$ cat src/rtl/acx_pkg.sv
package acx_pkg;

    localparam int ACX_CNT_W = 8;
    localparam int ACX_MAX_LEN = 8;

    typedef enum logic [2:0] {TX_IDLE, TX_START, TX_DATA, TX_PAR, TX_STOP} tx_st_e;
    typedef enum logic [2:0] {RX_IDLE, RX_START, RX_DATA, RX_PAR, RX_STOP, RX_BRK} rx_st_e;

    // ticks per bit for each clock factor code
    function automatic logic [7:0] bit_ticks(input logic [1:0] code);
        case (code)
            2'd0:    return 8'd1;
            2'd1:    return 8'd16;
            2'd2:    return 8'd32;
            default: return 8'd64;
        endcase
    endfunction

    // ticks spent in the stop interval
    function automatic logic [7:0] stop_ticks(input logic [1:0] fcode, input logic [1:0] scode);
        logic [7:0] f;
        f = bit_ticks(fcode);
        case (scode)
            2'd0:    return f;
            2'd1:    return (f == 8'd1) ? 8'd2 : f + (f >> 1);
            default: return f << 1;
        endcase
    endfunction

    function automatic logic [2:0] last_index(input logic [1:0] len_code);
        return 3'd4 + {1'b0, len_code};
    endfunction

endpackage

$ cat src/rtl/acx_sync.sv
module acx_sync #(
    parameter int STAGES = 2,
    parameter logic RESET_VAL = 1'b1
) (
    input  logic clk,
    input  logic rst,
    input  logic din,
    output logic dout
);
    logic [STAGES-1:0] sync_d, sync_q;

    always_comb begin
        sync_d = {sync_q[STAGES-2:0], din};
    end

    always_ff @(posedge clk) begin
        if (rst) sync_q <= {STAGES{RESET_VAL}};
        else     sync_q <= sync_d;
    end

    assign dout = sync_q[STAGES-1];
endmodule

$ cat src/rtl/acx_tx.sv
module acx_tx
    import acx_pkg::*;
#(
    parameter int CNT_W = ACX_CNT_W,
    parameter int DW = ACX_MAX_LEN
) (
    input  logic          clk,
    input  logic          rst,
    input  logic          tick,
    input  logic [1:0]    cfg_len,
    input  logic [1:0]    cfg_stop,
    input  logic          cfg_par_en,
    input  logic          cfg_par_odd,
    input  logic [1:0]    cfg_clk,
    input  logic [DW-1:0] tx_data,
    input  logic          tx_valid,
    output logic          tx_ready,
    input  logic          tx_break,
    output logic          txd
);
    typedef struct packed {
        tx_st_e          st;
        logic [CNT_W-1:0] cnt;
        logic [2:0]      idx;
        logic [DW-1:0]   shreg;
        logic            par;
        logic            line;
    } tx_s;

    tx_s q, d;
    logic [CNT_W-1:0] fbit, fstop;
    logic             bit_end;

    always_comb begin
        fbit    = CNT_W'(bit_ticks(cfg_clk));
        fstop   = CNT_W'(stop_ticks(cfg_clk, cfg_stop));
        bit_end = (q.cnt == fbit - 1'b1);
        tx_ready = (q.st == TX_IDLE) && !tx_break;
        d = q;
        case (q.st)
            TX_IDLE: begin
                if (tx_valid && tx_ready) begin
                    d.st    = TX_START;
                    d.cnt   = '0;
                    d.idx   = '0;
                    d.shreg = tx_data;
                    d.par   = cfg_par_odd;
                    d.line  = 1'b0;
                end
            end
            TX_START: begin
                if (tick) begin
                    if (bit_end) begin
                        d.cnt  = '0;
                        d.st   = TX_DATA;
                        d.line = q.shreg[0];
                        d.par  = q.par ^ q.shreg[0];
                    end else begin
                        d.cnt = q.cnt + 1'b1;
                    end
                end
            end
            TX_DATA: begin
                if (tick) begin
                    if (bit_end) begin
                        d.cnt = '0;
                        if (q.idx == last_index(cfg_len)) begin
                            if (cfg_par_en) begin
                                d.st   = TX_PAR;
                                d.line = q.par;
                            end else begin
                                d.st   = TX_STOP;
                                d.line = 1'b1;
                            end
                        end else begin
                            d.idx   = q.idx + 1'b1;
                            d.shreg = q.shreg >> 1;
                            d.line  = q.shreg[1];
                            d.par   = q.par ^ q.shreg[1];
                        end
                    end else begin
                        d.cnt = q.cnt + 1'b1;
                    end
                end
            end
            TX_PAR: begin
                if (tick) begin
                    if (bit_end) begin
                        d.cnt  = '0;
                        d.st   = TX_STOP;
                        d.line = 1'b1;
                    end else begin
                        d.cnt = q.cnt + 1'b1;
                    end
                end
            end
            default: begin
                if (tick) begin
                    if (q.cnt == fstop - 1'b1) begin
                        d.cnt = '0;
                        d.st  = TX_IDLE;
                    end else begin
                        d.cnt = q.cnt + 1'b1;
                    end
                end
            end
        endcase
    end

    always_ff @(posedge clk) begin
        if (rst) begin
            q.st    <= TX_IDLE;
            q.cnt   <= '0;
            q.idx   <= '0;
            q.shreg <= '0;
            q.par   <= 1'b0;
            q.line  <= 1'b1;
        end else begin
            q <= d;
        end
    end

    assign txd = q.line & ~tx_break;

    AST_READY_MEANS_MARK: assert property (@(posedge clk) disable iff (rst)
        tx_ready |-> txd);
    AST_ACCEPT_DROPS_READY: assert property (@(posedge clk) disable iff (rst)
        (tx_valid && tx_ready) |=> !tx_ready);
    AST_START_BIT_LOW: assert property (@(posedge clk) disable iff (rst)
        (tx_valid && tx_ready) |=> !txd);
endmodule

$ cat src/rtl/acx_rx.sv
module acx_rx
    import acx_pkg::*;
#(
    parameter int CNT_W = ACX_CNT_W,
    parameter int DW = ACX_MAX_LEN
) (
    input  logic          clk,
    input  logic          rst,
    input  logic          tick,
    input  logic [1:0]    cfg_len,
    input  logic          cfg_par_en,
    input  logic          cfg_par_odd,
    input  logic [1:0]    cfg_clk,
    input  logic          rxs,
    input  logic          rx_read,
    output logic [DW-1:0] rx_data,
    output logic          rx_avail,
    output logic          rx_par_err,
    output logic          rx_frm_err,
    output logic          rx_ovr,
    output logic          rx_brk,
    output logic          rx_brk_start,
    output logic          rx_brk_end
);
    typedef struct packed {
        rx_st_e           st;
        logic [CNT_W-1:0] cnt;
        logic [2:0]       idx;
        logic [DW-1:0]    acc;
        logic             pacc;
        logic             pbit;
        logic [DW-1:0]    hold;
        logic             avail;
        logic             perr;
        logic             ferr;
        logic             ovr;
        logic             brk;
        logic             brk_start;
        logic             brk_end;
    } rx_s;

    rx_s q, d;
    logic [CNT_W-1:0] fbit;
    logic             bit_end;

    always_comb begin
        fbit    = CNT_W'(bit_ticks(cfg_clk));
        bit_end = (q.cnt == fbit - 1'b1);
        d = q;
        d.brk_start = 1'b0;
        d.brk_end   = 1'b0;
        if (rx_read) d.avail = 1'b0;
        case (q.st)
            RX_IDLE: begin
                if (tick && !rxs) begin
                    d.cnt  = '0;
                    d.idx  = '0;
                    d.acc  = '0;
                    d.pacc = cfg_par_odd;
                    d.pbit = 1'b0;
                    d.st   = (fbit == 1) ? RX_DATA : RX_START;
                end
            end
            RX_START: begin
                if (tick) begin
                    if (q.cnt == (fbit >> 1) - 1'b1) begin
                        d.cnt = '0;
                        d.st  = rxs ? RX_IDLE : RX_DATA;
                    end else begin
                        d.cnt = q.cnt + 1'b1;
                    end
                end
            end
            RX_DATA: begin
                if (tick) begin
                    if (bit_end) begin
                        d.cnt          = '0;
                        d.acc[q.idx]   = rxs;
                        d.pacc         = q.pacc ^ rxs;
                        if (q.idx == last_index(cfg_len))
                            d.st = cfg_par_en ? RX_PAR : RX_STOP;
                        else
                            d.idx = q.idx + 1'b1;
                    end else begin
                        d.cnt = q.cnt + 1'b1;
                    end
                end
            end
            RX_PAR: begin
                if (tick) begin
                    if (bit_end) begin
                        d.cnt  = '0;
                        d.pbit = rxs;
                        d.st   = RX_STOP;
                    end else begin
                        d.cnt = q.cnt + 1'b1;
                    end
                end
            end
            RX_STOP: begin
                if (tick) begin
                    if (bit_end) begin
                        d.cnt = '0;
                        if (!rxs && q.acc == '0 && !q.pbit) begin
                            d.brk       = 1'b1;
                            d.brk_start = 1'b1;
                            d.st        = RX_BRK;
                        end else begin
                            d.hold  = q.acc;
                            d.avail = 1'b1;
                            d.perr  = cfg_par_en && (q.pbit != q.pacc);
                            d.ferr  = !rxs;
                            d.ovr   = q.avail && !rx_read;
                            d.st    = RX_IDLE;
                        end
                    end else begin
                        d.cnt = q.cnt + 1'b1;
                    end
                end
            end
            default: begin
                if (tick && rxs) begin
                    d.brk     = 1'b0;
                    d.brk_end = 1'b1;
                    d.st      = RX_IDLE;
                end
            end
        endcase
    end

    always_ff @(posedge clk) begin
        if (rst) begin
            q.st        <= RX_IDLE;
            q.cnt       <= '0;
            q.idx       <= '0;
            q.acc       <= '0;
            q.pacc      <= 1'b0;
            q.pbit      <= 1'b0;
            q.hold      <= '0;
            q.avail     <= 1'b0;
            q.perr      <= 1'b0;
            q.ferr      <= 1'b0;
            q.ovr       <= 1'b0;
            q.brk       <= 1'b0;
            q.brk_start <= 1'b0;
            q.brk_end   <= 1'b0;
        end else begin
            q <= d;
        end
    end

    assign rx_data      = q.hold;
    assign rx_avail     = q.avail;
    assign rx_par_err   = q.perr;
    assign rx_frm_err   = q.ferr;
    assign rx_ovr       = q.ovr;
    assign rx_brk       = q.brk;
    assign rx_brk_start = q.brk_start;
    assign rx_brk_end   = q.brk_end;

    AST_READ_CLEARS: assert property (@(posedge clk) disable iff (rst)
        (rx_read && !tick) |=> !rx_avail);
    AST_OVR_ONLY_WHEN_FULL: assert property (@(posedge clk) disable iff (rst)
        $rose(rx_ovr) |-> $past(rx_avail));
    AST_BRK_START_SETS: assert property (@(posedge clk) disable iff (rst)
        rx_brk_start |-> rx_brk);
    AST_NO_LOAD_IN_BRK: assert property (@(posedge clk) disable iff (rst)
        rx_brk |-> !$rose(rx_avail));
    AST_BRK_PULSE_EXCL: assert property (@(posedge clk) disable iff (rst)
        !(rx_brk_start && rx_brk_end));
endmodule

$ cat src/rtl/async_char_xcvr.sv
module async_char_xcvr
    import acx_pkg::*;
#(
    parameter int CNT_W = ACX_CNT_W,
    parameter int SYNC_STAGES = 2,
    localparam int DW = ACX_MAX_LEN
) (
    input  logic          clk,
    input  logic          rst,
    input  logic          tick,
    input  logic [1:0]    cfg_len,
    input  logic [1:0]    cfg_stop,
    input  logic          cfg_par_en,
    input  logic          cfg_par_odd,
    input  logic [1:0]    cfg_clk,
    input  logic [DW-1:0] tx_data,
    input  logic          tx_valid,
    output logic          tx_ready,
    input  logic          tx_break,
    output logic          txd,
    input  logic          rxd,
    output logic [DW-1:0] rx_data,
    output logic          rx_avail,
    input  logic          rx_read,
    output logic          rx_par_err,
    output logic          rx_frm_err,
    output logic          rx_ovr,
    output logic          rx_brk,
    output logic          rx_brk_start,
    output logic          rx_brk_end
);
    logic rx_sync;

    acx_sync #(.STAGES(SYNC_STAGES), .RESET_VAL(1'b1)) u_sync (
        .clk(clk), .rst(rst), .din(rxd), .dout(rx_sync)
    );

    acx_tx #(.CNT_W(CNT_W), .DW(DW)) u_tx (
        .clk(clk), .rst(rst), .tick(tick),
        .cfg_len(cfg_len), .cfg_stop(cfg_stop), .cfg_par_en(cfg_par_en),
        .cfg_par_odd(cfg_par_odd), .cfg_clk(cfg_clk),
        .tx_data(tx_data), .tx_valid(tx_valid), .tx_ready(tx_ready),
        .tx_break(tx_break), .txd(txd)
    );

    acx_rx #(.CNT_W(CNT_W), .DW(DW)) u_rx (
        .clk(clk), .rst(rst), .tick(tick),
        .cfg_len(cfg_len), .cfg_par_en(cfg_par_en), .cfg_par_odd(cfg_par_odd),
        .cfg_clk(cfg_clk), .rxs(rx_sync), .rx_read(rx_read),
        .rx_data(rx_data), .rx_avail(rx_avail), .rx_par_err(rx_par_err),
        .rx_frm_err(rx_frm_err), .rx_ovr(rx_ovr), .rx_brk(rx_brk),
        .rx_brk_start(rx_brk_start), .rx_brk_end(rx_brk_end)
    );
endmodule

$ cat config.mk
export PLATFORM = sky130hd
export DESIGN_NAME = async_char_xcvr
export DESIGN_NICKNAME = d
export VERILOG_FILES = /design/src/rtl/acx_pkg.sv /design/src/rtl/acx_sync.sv /design/src/rtl/acx_tx.sv /design/src/rtl/acx_rx.sv /design/src/rtl/async_char_xcvr.sv
export SDC_FILE = /design/constraint.sdc
export NUM_CORES = 1
export LEC_CHECK = 0
export CORE_MARGIN = 10
export CORE_UTILIZATION = 45
export DETAILED_ROUTE_END_ITERATION = 12
export HOLD_SLACK_MARGIN = 0.1
export PLACE_DENSITY = 0.69
export SLEW_MARGIN = 5
export SYNTH_ARGS = -nofsm -noshare
export SYNTH_HDL_FRONTEND = slang
export SYNTH_SLANG_ARGS = --single-unit
export TNS_END_PERCENT = 10
$ cat constraint.sdc
create_clock -name clk -period 5.6 [get_ports clk]
set_input_delay 0.56 -clock clk [delete_from_list [all_inputs] [get_ports clk]]
set_output_delay 0.56 -clock clk [all_outputs]
set_load 0.02 [all_outputs]
# Word level (Yosys, flattened, before mapping)

Cells that the tools add are included.

Shift operators: 0
Multiplexer cells: 64
Equality and inequality tests: 39
Magnitude comparators: 2
Div/mod/pow operators: 0
Reduce and logical (&&, ||, !) cells: 43
Multipliers: 0
Bitwise logic cells: 10
Add/sub/neg operators: 9

Operators by type and width:

| operator              | count |
|---|---|
| $mux W24              | 3 |
| $mux W11              | 6 |
| $pmux W11 S4          | 1 |
| $mux W3               | 14 |
| $mux W8               | 5 |
| $pmux W8 S5           | 1 |
| $eq A8 B8 Y1          | 4 |
| $mux W12              | 2 |
| $pmux W12 S2          | 1 |
| $mux W23              | 1 |
| $ne A2 B1 Y1 const B  | 11 |
| $pmux W11 S2          | 1 |
| $pmux W7 S3           | 1 |
| $ne A2 B2 Y1 const B  | 10 |
| $reduce_and A5 Y1     | 4 |
| $add A8 B1 Y8 const B | 2 |
| $pmux W8 S2           | 1 |
| $pmux W3 S5           | 1 |
| $mux W13              | 1 |
| $eq A3 B2 Y1 const B  | 4 |
| $mux W6               | 2 |
| $reduce_and A4 Y1     | 3 |
| $reduce_and A11 Y1    | 1 |
| $mux W1               | 10 |
| 41 further kinds      | 77 |

Latch bits: 0
Memory bits (writable): 0
Bits in read-only memories: 0
Memories kept: 0
Bits in registers: 65
Output and inout bits: 17
Input port bits: 23
Logic and storage cells: 188

# Longest topological paths before layout

Depth after elaboration: 10
Gate-level depth with buffers: 12
Mapped depth without buffers: 10

# Hierarchy

Synthesis repeated with hierarchy kept, for this count alone.

Cells, all modules: 509
Area, all modules: 4211.5 um^2

Modules (own cells, without submodules):

| module   | seq. area each (um^2) | cells each | times used | area an instance (um^2) |
|---|---|---|---|---|
| acx_rx   | 780.7                 | 279        | 1          | 2254.7 |
| acx_tx   | 480.5                 | 226        | 1          | 1904.3 |
| acx_sync | 40.0                  | 4          | 1          | 52.6 |

# Worst setup path before layout

OpenSTA, ideal clock, no wires.

Path type: input-to-reg
Start: input cfg_clk[0]
End: register u_rx.q[36] in the netlist's numbering
Setup time: 0.070 ns
Stages on the path: 10
Buffers on the path: 2
Setup slack: 2.842 ns
Arrival: 2.688 ns
Required time: 5.530 ns
Cells stage by stage: inv_1 -> ha_1 -> buf_4 -> or4b_4 -> a2111oi_4 -> o21a_1 -> buf_6 -> nand3_4 -> or3_1 -> a21oi_1

Word-level cells in the longest chain between the ends: 6
Elaborated cells between the ends (all ways): 17
Classes of those cells: add/sub: 2; eq/ne: 9; mux: 4; reduce/logical: 2

RTL lines:

| element                                                            | RTL line              | source |
|---|---|---|
| start, declared                                                    | async_char_xcvr.sv:15 | `input logic [1:0] cfg_clk,` |
| $eq A2 B2 Y1 (tied with other cells)                               | acx_pkg.sv:11         | `case (code)` |
| $pmux W7 S3 *                                                      | acx_pkg.sv:11         |  |
| $sub A7 B1 Y8 (tied with other cells)                              | acx_rx.sv:48          | `bit_end = (q.cnt == fbit - 1'b1);` |
| $eq A8 B8 Y1 (tied with other cells)                               | acx_rx.sv:48          |  |
| $ne A2 B1 Y1 (no source line) or $mux W24 (tied branches)          | -                     |  |
| $reduce_and A11 Y1 (no source line) or $pmux W3 S5 (tied branches) | -                     |  |
| end, declared                                                      | acx_rx.sv:42          | `rx_s q, d;` |

Every way passes the cells marked *; elsewhere a longest branch is shown, timed or not. The select of a mux whose other input is x is not followed.
A chain may end at the register's enable or synchronous reset.

# Worst setup path after layout

Start: input cfg_clk[0]
End: register u_rx.q, in the netlist u_rx.rx_par_err

Word-level cells in the longest chain between the ends: 5
Elaborated cells between the ends (all ways): 7
Classes of those cells: add/sub: 1; eq/ne: 3; mux: 1; reduce/logical: 2

RTL lines:

| element                              | RTL line |
|---|---|
| $eq A2 B2 Y1 (tied with other cells) | acx_pkg.sv:11 |
| $pmux W7 S3 *                        | acx_pkg.sv:11 |
| $sub A7 B1 Y8 *                      | acx_rx.sv:48 |
| $eq A8 B8 Y1 *                       | acx_rx.sv:48 |
| $reduce_and A4 Y1 (no source line) * | - |

Every way passes the cells marked *; elsewhere a longest branch is shown, timed or not.

==> summary by stage <==
Synth
A synthesized cell averages 7.92 um^2. For this run, asynchronously set or reset flops after synthesis account for 0%. The most common cell in the netlist is sky130_fd_sc_hd__dfxtp_1. The post-synthesis cell area is 4040 um^2. The synthesized netlist contains 59 unique library cells. Of the post-synthesis cell area, the dominant cell type holds 32.2%. During synthesis, Yosys emitted a total of 0 warnings.

Synthesis produced a netlist with a net count of 545. In the post-synthesis netlist, the biggest area contributors are sky130_fd_sc_hd__dfxtp_1, sky130_fd_sc_hd__mux2i_1, sky130_fd_sc_hd__nor2_1, sky130_fd_sc_hd__o21ai_0, sky130_fd_sc_hd__nand2_1. The number of flops mapped to enable cells by yosys is 0.

After synthesis the netlist holds a flip-flop and latch count of 65. The predominant post-synthesis flop cell is sky130_fd_sc_hd__dfxtp_1. Sequential elements use 32.2% of the synthesized area.

The largest total area in the synthesized netlist belongs to sky130_fd_sc_hd__dfxtp_1. Synthesis produced 510 cells. By count the netlist is led by sky130_fd_sc_hd__dfxtp_1, sky130_fd_sc_hd__nor2_1, sky130_fd_sc_hd__nand2_1.

Drt
Before antenna repair, the detailed router went through 4 iterations. The number of design-rule violations left by the first detailed-router iteration is 267. After detailed routing, the average wire length per cell comes to 14.3 um. The detailed-route DRC error count is 0. In the routed layout, each cell is associated on average with a via count of 5.72. The routed via count is 3,621.

The final layout contains routed wiring with a total length of 9080 um. The final antenna-violating net count is 0.

STA
Of the available clock period, the critical path in the final layout requires 67.1%. The worst-case setup margin in the final layout is 1.84 ns. The post-route clock skew is 0.0107 ns. The count of final setup violators is 0.

Static timing analysis puts the maximum clock frequency at 0.266 GHz. The tightest slew margin relative to the limit is 30.7%. The smallest clock period supported by the final layout is computed as 3.76 ns.

The final count of hold timing violations is 0. After routing, the total negative slack on setup checks comes to 0 ns. Setup repair after global routing left no endpoint under its margin. For the pin with the worst max-slew slack, the measured transition is 1.01 ns.

The number of pins exceeding their max-slew limit in the final report was 0.

Power
Dividing total power by cell area gives a power density of 268 nW/um^2. The worst voltage drop across the vdd grid is 154 uV. The static leakage power is 0.00173 uW.

Outcome
The run finished with clean final reports.

Worst setup path
The startpoint of the lowest-slack register-to-register path is u_rx.q[28]$_SDFFE_PP0P_. STA puts the critical path data required time at 5.87 ns. The capture instance of the worst register-to-register path is u_rx.rx_par_err$_SDFFE_PP0P_. The signal on the critical path passes through clkdlybuf4s50_1, inv_1, ha_1, or4b_4, a21oi_1, nor3b_1, nand4_1, or3_1, a21oi_1.

The combined buffer and inverter count along the critical path is 2. The endpoint kind of the worst setup timing path is a register. The worst setup path is launched from an input port. Grouping stages by cell kind, the critical path spends the most delay in simple AND/OR/NAND/NOR gates. Tracing the worst setup path back leads to its startpoint at cfg_clk[0]. The setup path with the least slack is of type in -> reg. The critical path's slowest cell is sky130_fd_sc_hd__nand4_1. Data arrives at the worst endpoint at 4.02 ns. The most frequent cell on the critical path is sky130_fd_sc_hd__a21oi_1. For flop-to-flop paths, the worst setup slack is 2.75 ns.

In this design, the stage delay of the slowest critical-path cell is 0.65 ns. The depth of the worst register-to-register path is 6. Of all nets on the critical path, the largest fanout is 15.

Min path
The path class of the tightest hold or removal check is reg -> reg. The number of cells traversed by the worst hold path is 1. The destination of the worst hold path is u_sync.sync_q[1]$_SDFF_PP1_.

The worst hold path begins at u_sync.sync_q[0]$_SDFF_PP1_.

Global route
The first global-routing pass estimated 15,500 um of wire. The initial antenna violation count was 0. For this run the aggregate overflow at the end of global routing stands at 0. The via count of the first global-routing pass is 3,340. The largest net degree at the start of global routing is 74. In the global route stage, overall resource usage came out at 13.7%.

Place
The count of buffers inserted at the top-level ports is 39. At the end of routability-driven placement, the weighted congestion stood at 0.816. The detailed placer's ending HPWL is 6640 um. The post-placement cell area is 4360 um^2. Timing analysis after detailed placement gives a worst setup slack of 1.44 ns.

CTS
The clock tree synthesis step divided the H-tree into 3 levels. The CTS tree is done. The post-cts resize count is 0.

The maximum root-to-sink buffer count is 2. The number of hold buffers added after CTS was 0. CTS placed an instance of sky130_fd_sc_hd__clkbuf_8 at the clock tree root. The number of post-CTS setup repair buffers is 0. TritonCTS created 9 clock buffers. Counting every sink on the clock net gives 65. The CTS clock-pin slew for the worst setup and hold paths is 0.08 ns. The later pin in the worst-skew pair is clocked with a latency of 0.34 ns.

Die
Once the floorplan was initialized, standard cells occupied 46.3% of the core. The die covers 13,200 um^2. After floorplanning, the core was divided into 34 placement rows.

For this design the top-level I/O count stands at 40. The floorplan die width is 115 um. In this run the vertical extent of the chip is 115 um. The total area inside the core boundary comes to 8720 um^2.

Cells and area
The area growth from synthesis to layout is 14.0%. The post-route netlist has 5.33% of its cells at a drive strength greater than 1. The final instance area is 4600 um^2. The final net count is 555.

The number of antenna diodes in the final layout is 0.

Flow run
The max-cap check violation count is 0.
-- cells by family after synthesis --
kind of cell	Yosys count	share of synthesized area (%)
compound gates	114	17.8
buf+inv	54	6.35
xor+xnor	33	7.50
fa+ha+maj	12	3.72
mux	23	5.70
flops	65	32.2
simple gates	209	26.7
-- registers in the layout, indices dropped and copies added, names as in the netlist --
signal             count
u_rx.rx_avail          1
u_sync.sync_q          2
u_rx.q                24
u_rx.rx_data           8
u_rx.rx_brk_end        1
u_rx.rx_brk            1
u_rx.rx_brk_start      1
u_tx.q                24
u_rx.rx_par_err        1
u_rx.rx_frm_err        1
u_rx.rx_ovr            1
-- cell usage in the layout, fill, tap and decap left out, types with 9 or more instances in the layout --
cell and instances:
sky130_fd_sc_hd__xor2_1 18, sky130_fd_sc_hd__dfxtp_1 65, sky130_fd_sc_hd__clkdlybuf4s50_1 38, sky130_fd_sc_hd__o21ai_0 37, sky130_fd_sc_hd__nor3_1 21, sky130_fd_sc_hd__clkbuf_8 9, sky130_fd_sc_hd__ha_1 12, sky130_fd_sc_hd__xnor2_1 14
sky130_fd_sc_hd__mux2i_1 23, sky130_fd_sc_hd__nand4_1 11, sky130_fd_sc_hd__a21oi_1 29, sky130_fd_sc_hd__nand2_1 46, sky130_fd_sc_hd__nor2_1 53, sky130_fd_sc_hd__nand3_1 12, sky130_fd_sc_hd__inv_1 13
-- metrics by stage --
stage	power, uW	std cells	hold WS (ns)	utilization (%)
6_report	1240	633	0.451	52.8
3_3_place_gp	755	617	0.437	50.0
3_5_place_dp	761	617	0.429	50.0
5_1_grt	1300	633	0.463	52.8
2_1_floorplan	699	510	0.389	-
4_1_cts	1250	633	0.453	52.8
-- how the worst max path moves through the flow --
stage	endpoint	slack, ns	depth (start not counted)
CTS	u_rx.rx_par_err$_SDFFE_PP0P_	1.79	9
global route	u_rx.rx_par_err$_SDFFE_PP0P_	1.51	9
detailed placement	u_rx.rx_par_err$_SDFFE_PP0P_	1.44	9
global placement	u_rx.rx_par_err$_SDFFE_PP0P_	1.59	9
floorplan	u_rx.q[36]$_SDFFE_PP0P_	2.84	10
finish	u_rx.rx_par_err$_SDFFE_PP0P_	1.84	9
-- routing by layer --
metal	share of wire, %	wire length, um	track usage, %	vias to the layer above
li1	-	-	-	1829
met1	46	4160	17.5	1717
met2	49	4460	22.6	68
met3	4.5	407	3.62	7
met4	0.57	52	3.14	0
met5	0	0	0	-
-- power by group --
group	switching, uW	internal, uW
logic	135	105
clock network	186	298
registers	27.2	484
-- area by class of cell --
| type | count | area, um^2 |
|---|---|---|
| multi-input cells | 391 | 2480 |
| clock buffers | 10 | 128 |
| well taps | 108 | 135 |
| clock inverters | 6 | 116 |
| repair buffers | 40 | 393 |
| fillers | 847 | 4120 |
| flip-flops and latches | 65 | 1300 |
| inverters | 13 | 48.8 |
Note: power is estimated with default switching activity, not from simulation.
